### src/rtl/cbk_pkg.sv
package cbk_pkg;
  localparam logic [7:0] CMD_PAGE_READ = 8'h00;
  localparam logic [7:0] CMD_COPY_PROG = 8'h8A;
  localparam logic [7:0] CMD_STATUS    = 8'h70;

  localparam int STEP_W = 4;
  localparam logic [STEP_W-1:0] STEP_RD_CMD  = 4'd0;
  localparam logic [STEP_W-1:0] STEP_RD_LAST = 4'd3;
  localparam logic [STEP_W-1:0] STEP_PG_CMD  = 4'd4;
  localparam logic [STEP_W-1:0] STEP_PG_LAST = 4'd7;
  localparam logic [STEP_W-1:0] STEP_ST_CMD  = 4'd8;

  typedef struct packed {
    logic              load;    // capture request addresses
    logic [STEP_W-1:0] step;    // which bus byte is current
    logic              sample;  // capture status bit
    logic              record;  // destination address fully sent
  } cbkStrobe_t;
endpackage

### src/rtl/cbk_ctrl.sv
module cbk_ctrl
  import cbk_pkg::*;
#(
  parameter int PULSE_W    = 2,
  parameter int WAIT_BLIND = 2,
  parameter int TIMEOUT    = 4096
) (
  input  logic       clk,
  input  logic       rstN,
  input  logic       reqValid,
  input  logic       planeMatch,
  input  logic       rbN,
  output cbkStrobe_t strb,
  output logic       cle,
  output logic       ale,
  output logic       weN,
  output logic       reN,
  output logic       ioOe,
  output logic       busy,
  output logic       done,
  output logic       rejected,
  output logic       timeoutErr
);
  localparam int CW = $clog2(TIMEOUT + 2*PULSE_W + WAIT_BLIND + 1);
  localparam logic [CW-1:0] PULSE_C = CW'(PULSE_W);
  localparam logic [CW-1:0] BYTE_LAST = CW'(2*PULSE_W - 1);
  localparam logic [CW-1:0] BLIND_C = CW'(WAIT_BLIND);
  localparam logic [CW-1:0] TO_LAST = CW'(TIMEOUT - 1);

  typedef enum logic [2:0] {S_IDLE, S_BYTE, S_WAIT, S_READ, S_FINISH} state_t;

  state_t state;
  logic [STEP_W-1:0] step;
  logic [CW-1:0] cnt;
  logic isCmd, inByte;

  always_ff @(posedge clk or negedge rstN) begin
    if (!rstN) begin
      state <= S_IDLE;
      step <= '0;
      cnt <= '0;
      rejected <= 1'b0;
      timeoutErr <= 1'b0;
    end else begin
      rejected <= 1'b0;
      timeoutErr <= 1'b0;
      unique case (state)
        S_IDLE: if (reqValid) begin
          if (planeMatch) begin
            state <= S_BYTE;
            step <= STEP_RD_CMD;
            cnt <= '0;
          end else begin
            rejected <= 1'b1;
          end
        end
        S_BYTE: begin
          if (cnt == BYTE_LAST) begin
            cnt <= '0;
            if (step == STEP_RD_LAST || step == STEP_PG_LAST) state <= S_WAIT;
            else if (step == STEP_ST_CMD) state <= S_READ;
            else step <= step + 1'b1;
          end else begin
            cnt <= cnt + 1'b1;
          end
        end
        S_WAIT: begin
          if (cnt >= BLIND_C && rbN) begin
            state <= S_BYTE;
            step <= step + 1'b1;
            cnt <= '0;
          end else if (cnt == TO_LAST) begin
            state <= S_IDLE;
            timeoutErr <= 1'b1;
            cnt <= '0;
          end else begin
            cnt <= cnt + 1'b1;
          end
        end
        S_READ: begin
          if (cnt == BYTE_LAST) begin
            state <= S_FINISH;
            cnt <= '0;
          end else begin
            cnt <= cnt + 1'b1;
          end
        end
        S_FINISH: state <= S_IDLE;
        default: state <= S_IDLE;
      endcase
    end
  end

  always_comb begin
    inByte = (state == S_BYTE);
    isCmd = (step == STEP_RD_CMD) || (step == STEP_PG_CMD) || (step == STEP_ST_CMD);
    cle = inByte && isCmd;
    ale = inByte && !isCmd;
    ioOe = inByte;
    weN = !(inByte && cnt < PULSE_C);
    reN = !(state == S_READ && cnt < PULSE_C);
    busy = (state != S_IDLE);
    done = (state == S_FINISH);
    strb.load = (state == S_IDLE) && reqValid && planeMatch;
    strb.step = step;
    strb.sample = (state == S_READ) && (cnt == PULSE_C - 1'b1);
    strb.record = inByte && (step == STEP_PG_LAST) && (cnt == BYTE_LAST);
  end
endmodule

### src/rtl/cbk_datapath.sv
module cbk_datapath
  import cbk_pkg::*;
#(
  parameter int ADDR_W    = 25,
  parameter int DEPTH     = 4,
  parameter int PLANE_BIT = 14,
  parameter int PAGE_LSB  = 9,
  parameter int BLOCK_LSB = 14
) (
  input  logic              clk,
  input  logic              rstN,
  input  cbkStrobe_t        strb,
  input  logic [ADDR_W-1:0] srcAddr,
  input  logic [ADDR_W-1:0] dstAddr,
  input  logic [7:0]        ioIn,
  input  logic              checkValid,
  input  logic [ADDR_W-1:0] checkAddr,
  input  logic              eraseValid,
  input  logic [ADDR_W-1:0] eraseAddr,
  output logic [7:0]        ioOut,
  output logic              planeMatch,
  output logic              statusFail,
  output logic              hazard
);
  localparam int PAGE_W = ADDR_W - PAGE_LSB;
  localparam int BLK_OFS = BLOCK_LSB - PAGE_LSB;
  localparam int PW = (DEPTH > 1) ? $clog2(DEPTH) : 1;

  logic [ADDR_W-1:0] srcQ, dstQ;
  logic [PAGE_W-1:0] pageQ [DEPTH];
  logic [DEPTH-1:0] validQ, hit;
  logic [PW-1:0] wp;
  logic unusedBits;

  assign planeMatch = (srcAddr[PLANE_BIT] == dstAddr[PLANE_BIT]);
  assign unusedBits = ^{ioIn[7:1], checkAddr[PAGE_LSB-1:0], eraseAddr[BLOCK_LSB-1:0]};

  function automatic logic [7:0] addrByte(input logic [ADDR_W-1:0] a, input int k);
    unique case (k)
      0: return a[7:0];
      1: return a[16:9];
      default: return a[24:17];
    endcase
  endfunction

  always_comb begin
    unique case (strb.step)
      4'd0: ioOut = CMD_PAGE_READ;
      4'd1: ioOut = addrByte(srcQ, 0);
      4'd2: ioOut = addrByte(srcQ, 1);
      4'd3: ioOut = addrByte(srcQ, 2);
      4'd4: ioOut = CMD_COPY_PROG;
      4'd5: ioOut = addrByte(dstQ, 0);
      4'd6: ioOut = addrByte(dstQ, 1);
      4'd7: ioOut = addrByte(dstQ, 2);
      default: ioOut = CMD_STATUS;
    endcase
  end

  always_ff @(posedge clk or negedge rstN) begin
    if (!rstN) begin
      srcQ <= '0;
      dstQ <= '0;
      statusFail <= 1'b0;
    end else begin
      if (strb.load) begin
        srcQ <= srcAddr;
        dstQ <= dstAddr;
      end
      if (strb.sample) statusFail <= ioIn[0];
    end
  end

  always_ff @(posedge clk or negedge rstN) begin
    if (!rstN) begin
      wp <= '0;
      validQ <= '0;
      for (int i = 0; i < DEPTH; i++) pageQ[i] <= '0;
    end else begin
      for (int i = 0; i < DEPTH; i++) begin
        if (strb.record && wp == PW'(i)) begin
          pageQ[i] <= dstQ[ADDR_W-1:PAGE_LSB];
          validQ[i] <= 1'b1;
        end else if (eraseValid && pageQ[i][PAGE_W-1:BLK_OFS] == eraseAddr[ADDR_W-1:BLOCK_LSB]) begin
          validQ[i] <= 1'b0;
        end
      end
      if (strb.record) wp <= (wp == PW'(DEPTH-1)) ? '0 : wp + 1'b1;
    end
  end

  for (genvar i = 0; i < DEPTH; i++) begin : g_hit
    assign hit[i] = validQ[i] && (pageQ[i] == checkAddr[ADDR_W-1:PAGE_LSB]);
  end

  assign hazard = checkValid && (|hit);
endmodule

### src/rtl/nand_copyback_seq.sv
module nand_copyback_seq
  import cbk_pkg::*;
#(
  parameter int ADDR_W     = 25,
  parameter int PULSE_W    = 2,
  parameter int WAIT_BLIND = 2,
  parameter int TIMEOUT    = 4096,
  parameter int DEPTH      = 4
) (
  input  logic              clk,
  input  logic              rstN,
  input  logic              reqValid,
  input  logic [ADDR_W-1:0] srcAddr,
  input  logic [ADDR_W-1:0] dstAddr,
  input  logic              rbN,
  input  logic [7:0]        ioIn,
  output logic [7:0]        ioOut,
  output logic              ioOe,
  output logic              cle,
  output logic              ale,
  output logic              weN,
  output logic              reN,
  output logic              busy,
  output logic              done,
  output logic              statusFail,
  output logic              rejected,
  output logic              timeoutErr,
  input  logic              checkValid,
  input  logic [ADDR_W-1:0] checkAddr,
  input  logic              eraseValid,
  input  logic [ADDR_W-1:0] eraseAddr,
  output logic              hazard
);
  cbkStrobe_t strb;
  logic planeMatch;

  cbk_ctrl #(.PULSE_W(PULSE_W), .WAIT_BLIND(WAIT_BLIND), .TIMEOUT(TIMEOUT)) i_ctrl (
    .clk(clk), .rstN(rstN), .reqValid(reqValid), .planeMatch(planeMatch), .rbN(rbN),
    .strb(strb), .cle(cle), .ale(ale), .weN(weN), .reN(reN), .ioOe(ioOe),
    .busy(busy), .done(done), .rejected(rejected), .timeoutErr(timeoutErr)
  );

  cbk_datapath #(.ADDR_W(ADDR_W), .DEPTH(DEPTH)) i_dp (
    .clk(clk), .rstN(rstN), .strb(strb), .srcAddr(srcAddr), .dstAddr(dstAddr),
    .ioIn(ioIn), .checkValid(checkValid), .checkAddr(checkAddr),
    .eraseValid(eraseValid), .eraseAddr(eraseAddr), .ioOut(ioOut),
    .planeMatch(planeMatch), .statusFail(statusFail), .hazard(hazard)
  );
endmodule

### config.mk
export PLATFORM = sky130hd
export DESIGN_NAME = nand_copyback_seq
export DESIGN_NICKNAME = d
export VERILOG_FILES = /design/src/rtl/cbk_pkg.sv /design/src/rtl/cbk_ctrl.sv /design/src/rtl/cbk_datapath.sv /design/src/rtl/nand_copyback_seq.sv
export SDC_FILE = /design/constraint.sdc
export NUM_CORES = 1
export LEC_CHECK = 0
export BUFFER_PORTS_ARGS = -buffer_cell sky130_fd_sc_hd__clkbuf_2
export CORE_ASPECT_RATIO = 0.6
export CORE_MARGIN = 3
export CORE_UTILIZATION = 54
export CTS_CLUSTER_DIAMETER = 200
export DETAILED_ROUTE_END_ITERATION = 8
export PLACE_DENSITY = 0.88
export SLEW_MARGIN = 15
export SYNTH_ARGS = -nofsm -noshare
export SYNTH_HDL_FRONTEND = slang
export SYNTH_SLANG_ARGS = --single-unit
### constraint.sdc
create_clock -name clk -period 3.35 [get_ports clk]
set_input_delay 0.5025 -clock clk [delete_from_list [all_inputs] [get_ports clk]]
set_output_delay 0.5025 -clock clk [all_outputs]
set_load 0.02 [all_outputs]
==> results of run 1 <==
[routing by layer]
metal,share of wire (%),track usage (%),vias up
met2,43,38.0,250
li1,-,-,2425
met4,0.92,5.85,0
met3,9.0,6.61,24
met5,0,0,-
met1,47,39.6,2783
[layout by cell type (no fill, tap or decap), types with 8 or more instances in the layout]
master     instances
a21oi_1           13
a222oi_1          10
clkbuf_16         17
clkbuf_2          99
dfrtp_1          141
ha_1              11
inv_1             10
mux2_2            82
mux2_4            36
nand2_1           25
nand3_1           13
nand4_1           25
nor2_1            27
nor4_1             8
o21ai_0           12
xnor2_1          103
xor2_1            15
[worst reg2reg max path: stages, from the launching register on]
cell	delay, ns
dfrtp_1	0.52
and2b_1	0.39
nand2b_1	0.24
nor4_4	0.79
nand2_4	0.37
mux2_4	0.40
[power groups by stage]
stage	clock [W]	sequential [W]	combinational [W]
after detailed placement	0	0.00266	0.00196
after CTS	0.00188	0.00263	0.00199
after global placement	0	0.00261	0.00188
after floorplan	0	0.00240	0.00148
after global routing	0.00197	0.00270	0.00217
final	0.00187	0.00265	0.00200
[registers in the layout, indices dropped and copies added (netlist names)]
register,flops
i_ctrl.cnt,13
i_ctrl.rejected,1
i_ctrl.state,3
i_ctrl.step,4
i_ctrl.timeoutErr,1
i_dp.dstQ,24
i_dp.pageQ,64
i_dp.srcQ,24
i_dp.statusFail,1
i_dp.validQ,4
i_dp.wp,2
[cell type report]
cell class                 instances  area [um2]
antenna                            1        2.50
clock buffer                      17         425
clock inverter                    15         163
fill                             979        4510
inverter                          10        37.5
multi-input combinational        445        3840
sequential                       141        3530
tap                              187         234
timing repair buffer             104         549
[stage by stage]
step	cell area (um2)	power (W)	utilization, %	hold slack (ns)	std cells
2_1_floorplan	7590	0.00388	-	0.207	638
3_3_place_gp	8190	0.00448	61.6	0.479	887
3_5_place_dp	8190	0.00461	61.6	0.483	887
4_1_cts	8780	0.00650	66.0	0.156	919
5_1_grt	8780	0.00684	66.0	0.181	919
6_report	8780	0.00652	66.1	0.123	920
[how the worst max path moves through the flow]
stage	slack, ns	startpoint	to	cells after the start
6_report	0.29	i_ctrl.step[0]$_DFFE_PN0P_	ioOut[6]	6
5_1_grt	0.14	i_ctrl.step[0]$_DFFE_PN0P_	ioOut[6]	6
4_1_cts	0.33	i_ctrl.step[0]$_DFFE_PN0P_	ioOut[6]	6
3_5_place_dp	0.61	i_ctrl.state[2]$_DFFE_PN0P_	i_dp.pageQ[26]$_DFFE_PN0P_	5
3_3_place_gp	0.72	checkAddr[12]	hazard	8
2_1_floorplan	0.90	checkAddr[23]	hazard	7
[logic make-up after synthesis]
kind of cell               count (synthesis)  share of synthesized area, %
AOI/OAI and AO/OA                         65                          5.96
xor gates and xnor gates                 118                          13.6
adders and majority gates                 11                          1.81
buffers and inverters                     52                          3.00
DFF                                      141                          46.5
muxes                                    118                          19.3
and+or+nand+nor                          133                          9.88
==> metrics.yaml, run 1 <==
cts_tree: "done"
postSynth.asyncResetShare_pct: 100
layout_setup_ws_ns: 0.286
synth_seq_cells: 141
rrSetupSlack_ns: 0.51
avgRoutedWirePerCell_um: 21.6
syn_area_per_cell_um2: 11.9
max_freq_ghz: 0.326
grt_pass1_wl_um: 31600
cp-end-kind: "output port"
p_int_w: 0.00401
swShare_pct: 38.5
reg2reg_depth: 5
powerDensity_nw_per_um2: 743
finalCriticalPeriod_ns: 3.06
slew_headroom_pct: 45.5
seqPwrFrac_pct: 40.6
fin_nets: 844
synthFlopType: "dfrtp_1"
p_clk_share_pct: 28.7
syn2layout_area_growth_pct: 15.6
cts-root-buf: "clkbuf_16"
cp_slowest_cell: "ha_1"
fin_tns_setup_ns: 0
ys_seq_area_share_pct: 46.5
die_x_um: 159
grt_overflow: 0
netlist_area_um2: 7590
crit_type: "reg2out"
insertion_delay_ns: 0.42
place_ws_ns: 0.605
ant_nets: 0
cts_max_level: 4
clock_skew_ns: 0.0123
r2r_start: "i_ctrl.state[2]$_DFFE_PN0P_"
synth_edf_count: 0
cts_max_path_buffers: 2
crit_buf_inv: 2
die_h_um: 97.9
final-hold-violation-count: 0
synth.most_common_cell: "dfrtp_1"
vias: 5482
drc: 0
status: "complete, no violations"
grt_antenna_before_repair: 1
drv_slew: 0
grt_pass1_vias: 5579
synthesis.nets: 763
critPathTopFamily: "adder cells"
switching_power_w: 0.00251
combPwrFrac_pct: 30.7
die_area_um2: 15600
period_share_pct: 91.4
hp-class: "in2async"
cts_sinks: 141
clk_pin_slew_ns: 0.07
io_buffers: 100
synth_cells: 638
hold_buffers: 0
core_um2: 13300
ys_top_cells_by_area: "dfrtp_1 (46%), mux2_2 (12%), xnor2_1 (12%), mux2_4 (7.1%), nand4_1 (2.1%)"
crit_required_ns: 2.85
routabilityCongestion: 0.935
cts.repair.resized: 0
cap_viol_max_count: 0
start_util_pct: 57.1
setup_violations: 0
wl_um: 19900
viasPerCell: 5.96
cp.arrival_ns: 2.56
grt_usage_pct: 26.1
crit_path_max_incr_delay_ns: 0.54
startpoint_type: "flop"
crit_fanout: 15
synth_cell_types: 51
drive_gt1_share_pct: 35.9
leakagePower_nw: 4.04
cts_made_buffers: 17
timing.rr.end: "i_dp.pageQ[11]$_DFFE_PN0P_"
ys_top_cells_by_count: "dfrtp_1 (141), xnor2_1 (103), mux2_2 (82), mux2_4 (36), clkbuf_1 (30)"
ios: 133
grt_max_degree: 82
yosysTopAreaCellShare_pct: 46.5
worstPathCellList: "inv_1, ha_1, a222oi_1, mux2_2, o21ai_0, clkbuf_2"
drt_iter0_markers: 523
ir_drop_v: 0.000529
dp_hpwl_um: 14600
firstDrtPassIters: 5
rsz0062_at_grt: "no"
yosys.area.top_type: "dfrtp_1"
tightest_slew_ns: 0.817
ys_warn_count: 0
rows: 32
post_cts_buffers: 0
(Power assumes the default switching activity.)
==> run 2, diff against run 1 <==
--- a/config.mk
+++ b/config.mk
@@ -9,6 +9,7 @@
 export CORE_ASPECT_RATIO = 0.6
 export CORE_MARGIN = 3
 export CORE_UTILIZATION = 54
+export CTS_BUF_LIST = sky130_fd_sc_hd__clkbuf_8
 export CTS_CLUSTER_DIAMETER = 200
 export DETAILED_ROUTE_END_ITERATION = 8
 export PLACE_DENSITY = 0.88
==> run 2 against run 1 <==
- register-to-register slack hardly changed
- clock skew is 0.011 ns higher
- sequential share of layout area is 0.91 points higher
- largest power group unchanged
- clock power is 27% lower
- critical path depth stayed put
- die area stayed put
- first-iteration DRC count is 10% lower
- sequential power hardly changed
- clock-buffer cell count stayed put
- highest routed layer unchanged
- maximum frequency is 0.51% lower
- critical endpoint unchanged
- via count is 1.0% lower
- global-route usage is 0.67 points lower
==> metrics.yaml, run 2 (same netlist as run 1, synthesis figures left out) <==
switching_power_w: 0.00242  # -3.7%
die_x_um: 159  # unchanged
powerDensity_nw_per_um2: 698  # -6.1%
p_int_w: 0.00358  # -11%
antenna_cells: 0  # -1
regMostFlops: "i_dp.pageQ"
grt_overflow: 0  # unchanged
clock_skew_ns: 0.0232  # +0.0109 ns
crit_required_ns: 2.85  # about the same
hold_buffers: 0  # unchanged
firstDrtPassIters: 5  # unchanged
p_clk_share_pct: 22.7  # -6.0 points
cts_sinks: 141  # unchanged
grt_antenna_before_repair: 0  # -1
layout_setup_ws_ns: 0.271  # -0.0156 ns
slew_headroom_pct: 47.7  # +2.2 points
cts_made_buffers: 17  # unchanged
fin_nets: 844  # unchanged
cts_max_path_buffers: 2  # unchanged
ant_nets: 0  # unchanged
insertion_delay_ns: 0.45  # +0.03 ns
cts-root-buf: "clkbuf_8"
place_ws_ns: 0.605  # unchanged
final-hold-violation-count: 0  # unchanged
hold_slack_ns: 0.0878  # -0.0350 ns
status: "complete, no violations"
fin_tns_setup_ns: 0  # unchanged
final_common_cell: "dfrtp_1"
core_um2: 13300  # unchanged
combPwrFrac_pct: 33.3  # +2.6 points
cts.repair.resized: 0  # unchanged
drc: 0  # unchanged
largest_register_ffs: 64  # unchanged
post_cts_buffers: 0  # unchanged
syn2layout_area_growth_pct: 13.1
ir_drop_v: 0.000535  # +1.2%
placed_cell_area_um2: 8190  # unchanged
crit_fanout: 15  # unchanged
stdcell_area_um2: 8590  # -2.2%
cts_tree: "done"
leakagePower_nw: 3.95  # -2.2%
swShare_pct: 40.3  # +1.9 points
vias: 5427  # -1.0%
finalCriticalPeriod_ns: 3.08  # +0.0156 ns
dp_hpwl_um: 14600  # unchanged
cp.arrival_ns: 2.58  # +0.02 ns
seqPwrFrac_pct: 44.0  # +3.4 points
cts_max_level: 4  # unchanged
clk_pin_slew_ns: 0.10  # +0.03 ns
wl_um: 19500  # -1.9%
cp-end-kind: "output port"
tightest_slew_ns: 0.778  # -0.0387 ns
io_buffers: 100  # unchanged
max_freq_ghz: 0.325  # -0.51%
crit_type: "reg2out"
drive_gt1_share_pct: 35.9  # unchanged
rsz0062_at_grt: "no"
setup_violations: 0  # unchanged
ios: 133  # unchanged
drv_slew: 0  # unchanged
startpoint_type: "flop"
hp-class: "in2async"
top_regs: "i_dp.pageQ (64), i_dp.dstQ (24), i_dp.srcQ (24)"
grt_pass1_vias: 5563  # -0.29%
layout_common_cells: "dfrtp_1 (141), xnor2_1 (103), clkbuf_2 (99)"
die_h_um: 97.9  # unchanged
cap_viol_max_count: 0  # unchanged
drt_iter0_markers: 470  # -10%
die_area_um2: 15600  # unchanged
start_util_pct: 57.1  # unchanged
period_share_pct: 91.9  # +0.46 points
viasPerCell: 5.91  # -0.90%
grt_pass1_wl_um: 31000  # -2.0%
rows: 32  # unchanged
routabilityCongestion: 0.935  # unchanged
avgRoutedWirePerCell_um: 21.3  # -1.8%
grt_usage_pct: 25.5  # -0.67 points
grt_max_degree: 82  # unchanged
run 2: metrics by stage:
stage / power (W) / std cells / utilization, %
after detailed placement: 0.00461 / 887 / 61.6
after global placement: 0.00448 / 887 / 61.6
after CTS: 0.00598 / 919 / 64.6
after global routing: 0.00631 / 919 / 64.6
final: 0.00599 / 919 / 64.6
after floorplan: 0.00388 / 638 / -
run 2: power by group through the flow:
| stage | Sequential, W | Combinational (W) | Clock [W] |
|---|---|---|---|
| after global placement | 0.00261 | 0.00188 | 0 |
| after detailed placement | 0.00266 | 0.00196 | 0 |
| after global routing | 0.00269 | 0.00216 | 0.00146 |
| after floorplan | 0.00240 | 0.00148 | 0 |
| final | 0.00264 | 0.00199 | 0.00136 |
| after CTS | 0.00262 | 0.00198 | 0.00138 |
run 2: worst max-delay path, stage by stage (launching register included):
cell	delay [ns]
dfrtp_1	0.46
inv_1	0.12
ha_1	0.54
a222oi_1	0.27
mux2_2	0.31
o21ai_0	0.21
clkbuf_2	0.21
run 2: cell type report:
class / count / area (um2)
repair buffers: 104 / 549
clock buffers: 17 / 234
clock inverters: 15 / 163
fillers: 1005 / 4710
inverters: 10 / 37.5
multi-input cells: 445 / 3840
flip-flops and latches: 141 / 3530
well taps: 187 / 234
run 2: final timing paths:
kind	startpoint	endpoint	slack, ns	cells after the start
min in group clk	ioIn[0]	i_dp.statusFail$_DFFE_PN0P_	0.28	2
hold reg to reg	i_dp.validQ[0]$_DFFE_PN0P_	i_dp.validQ[0]$_DFFE_PN0P_	0.51	2
hold / removal	rstN	i_dp.pageQ[45]$_DFFE_PN0P_	0.09	1
max in group asynchronous	rstN	i_dp.srcQ[20]$_DFFE_PN0P_	2.48	2
setup reg to reg	i_ctrl.state[2]$_DFFE_PN0P_	i_dp.pageQ[27]$_DFFE_PN0P_	0.52	5
setup / recovery	i_ctrl.step[0]$_DFFE_PN0P_	ioOut[6]	0.27	6
run 2: layer usage:
metal | share of wire [%] | GRT usage [%] | vias up
li1 | - | - | 2421
met1 | 47 | 38.4 | 2715
met2 | 43 | 36.8 | 268
met3 | 9.3 | 6.87 | 23
met4 | 1.0 | 5.72 | 0
met5 | 0 | 0 | -
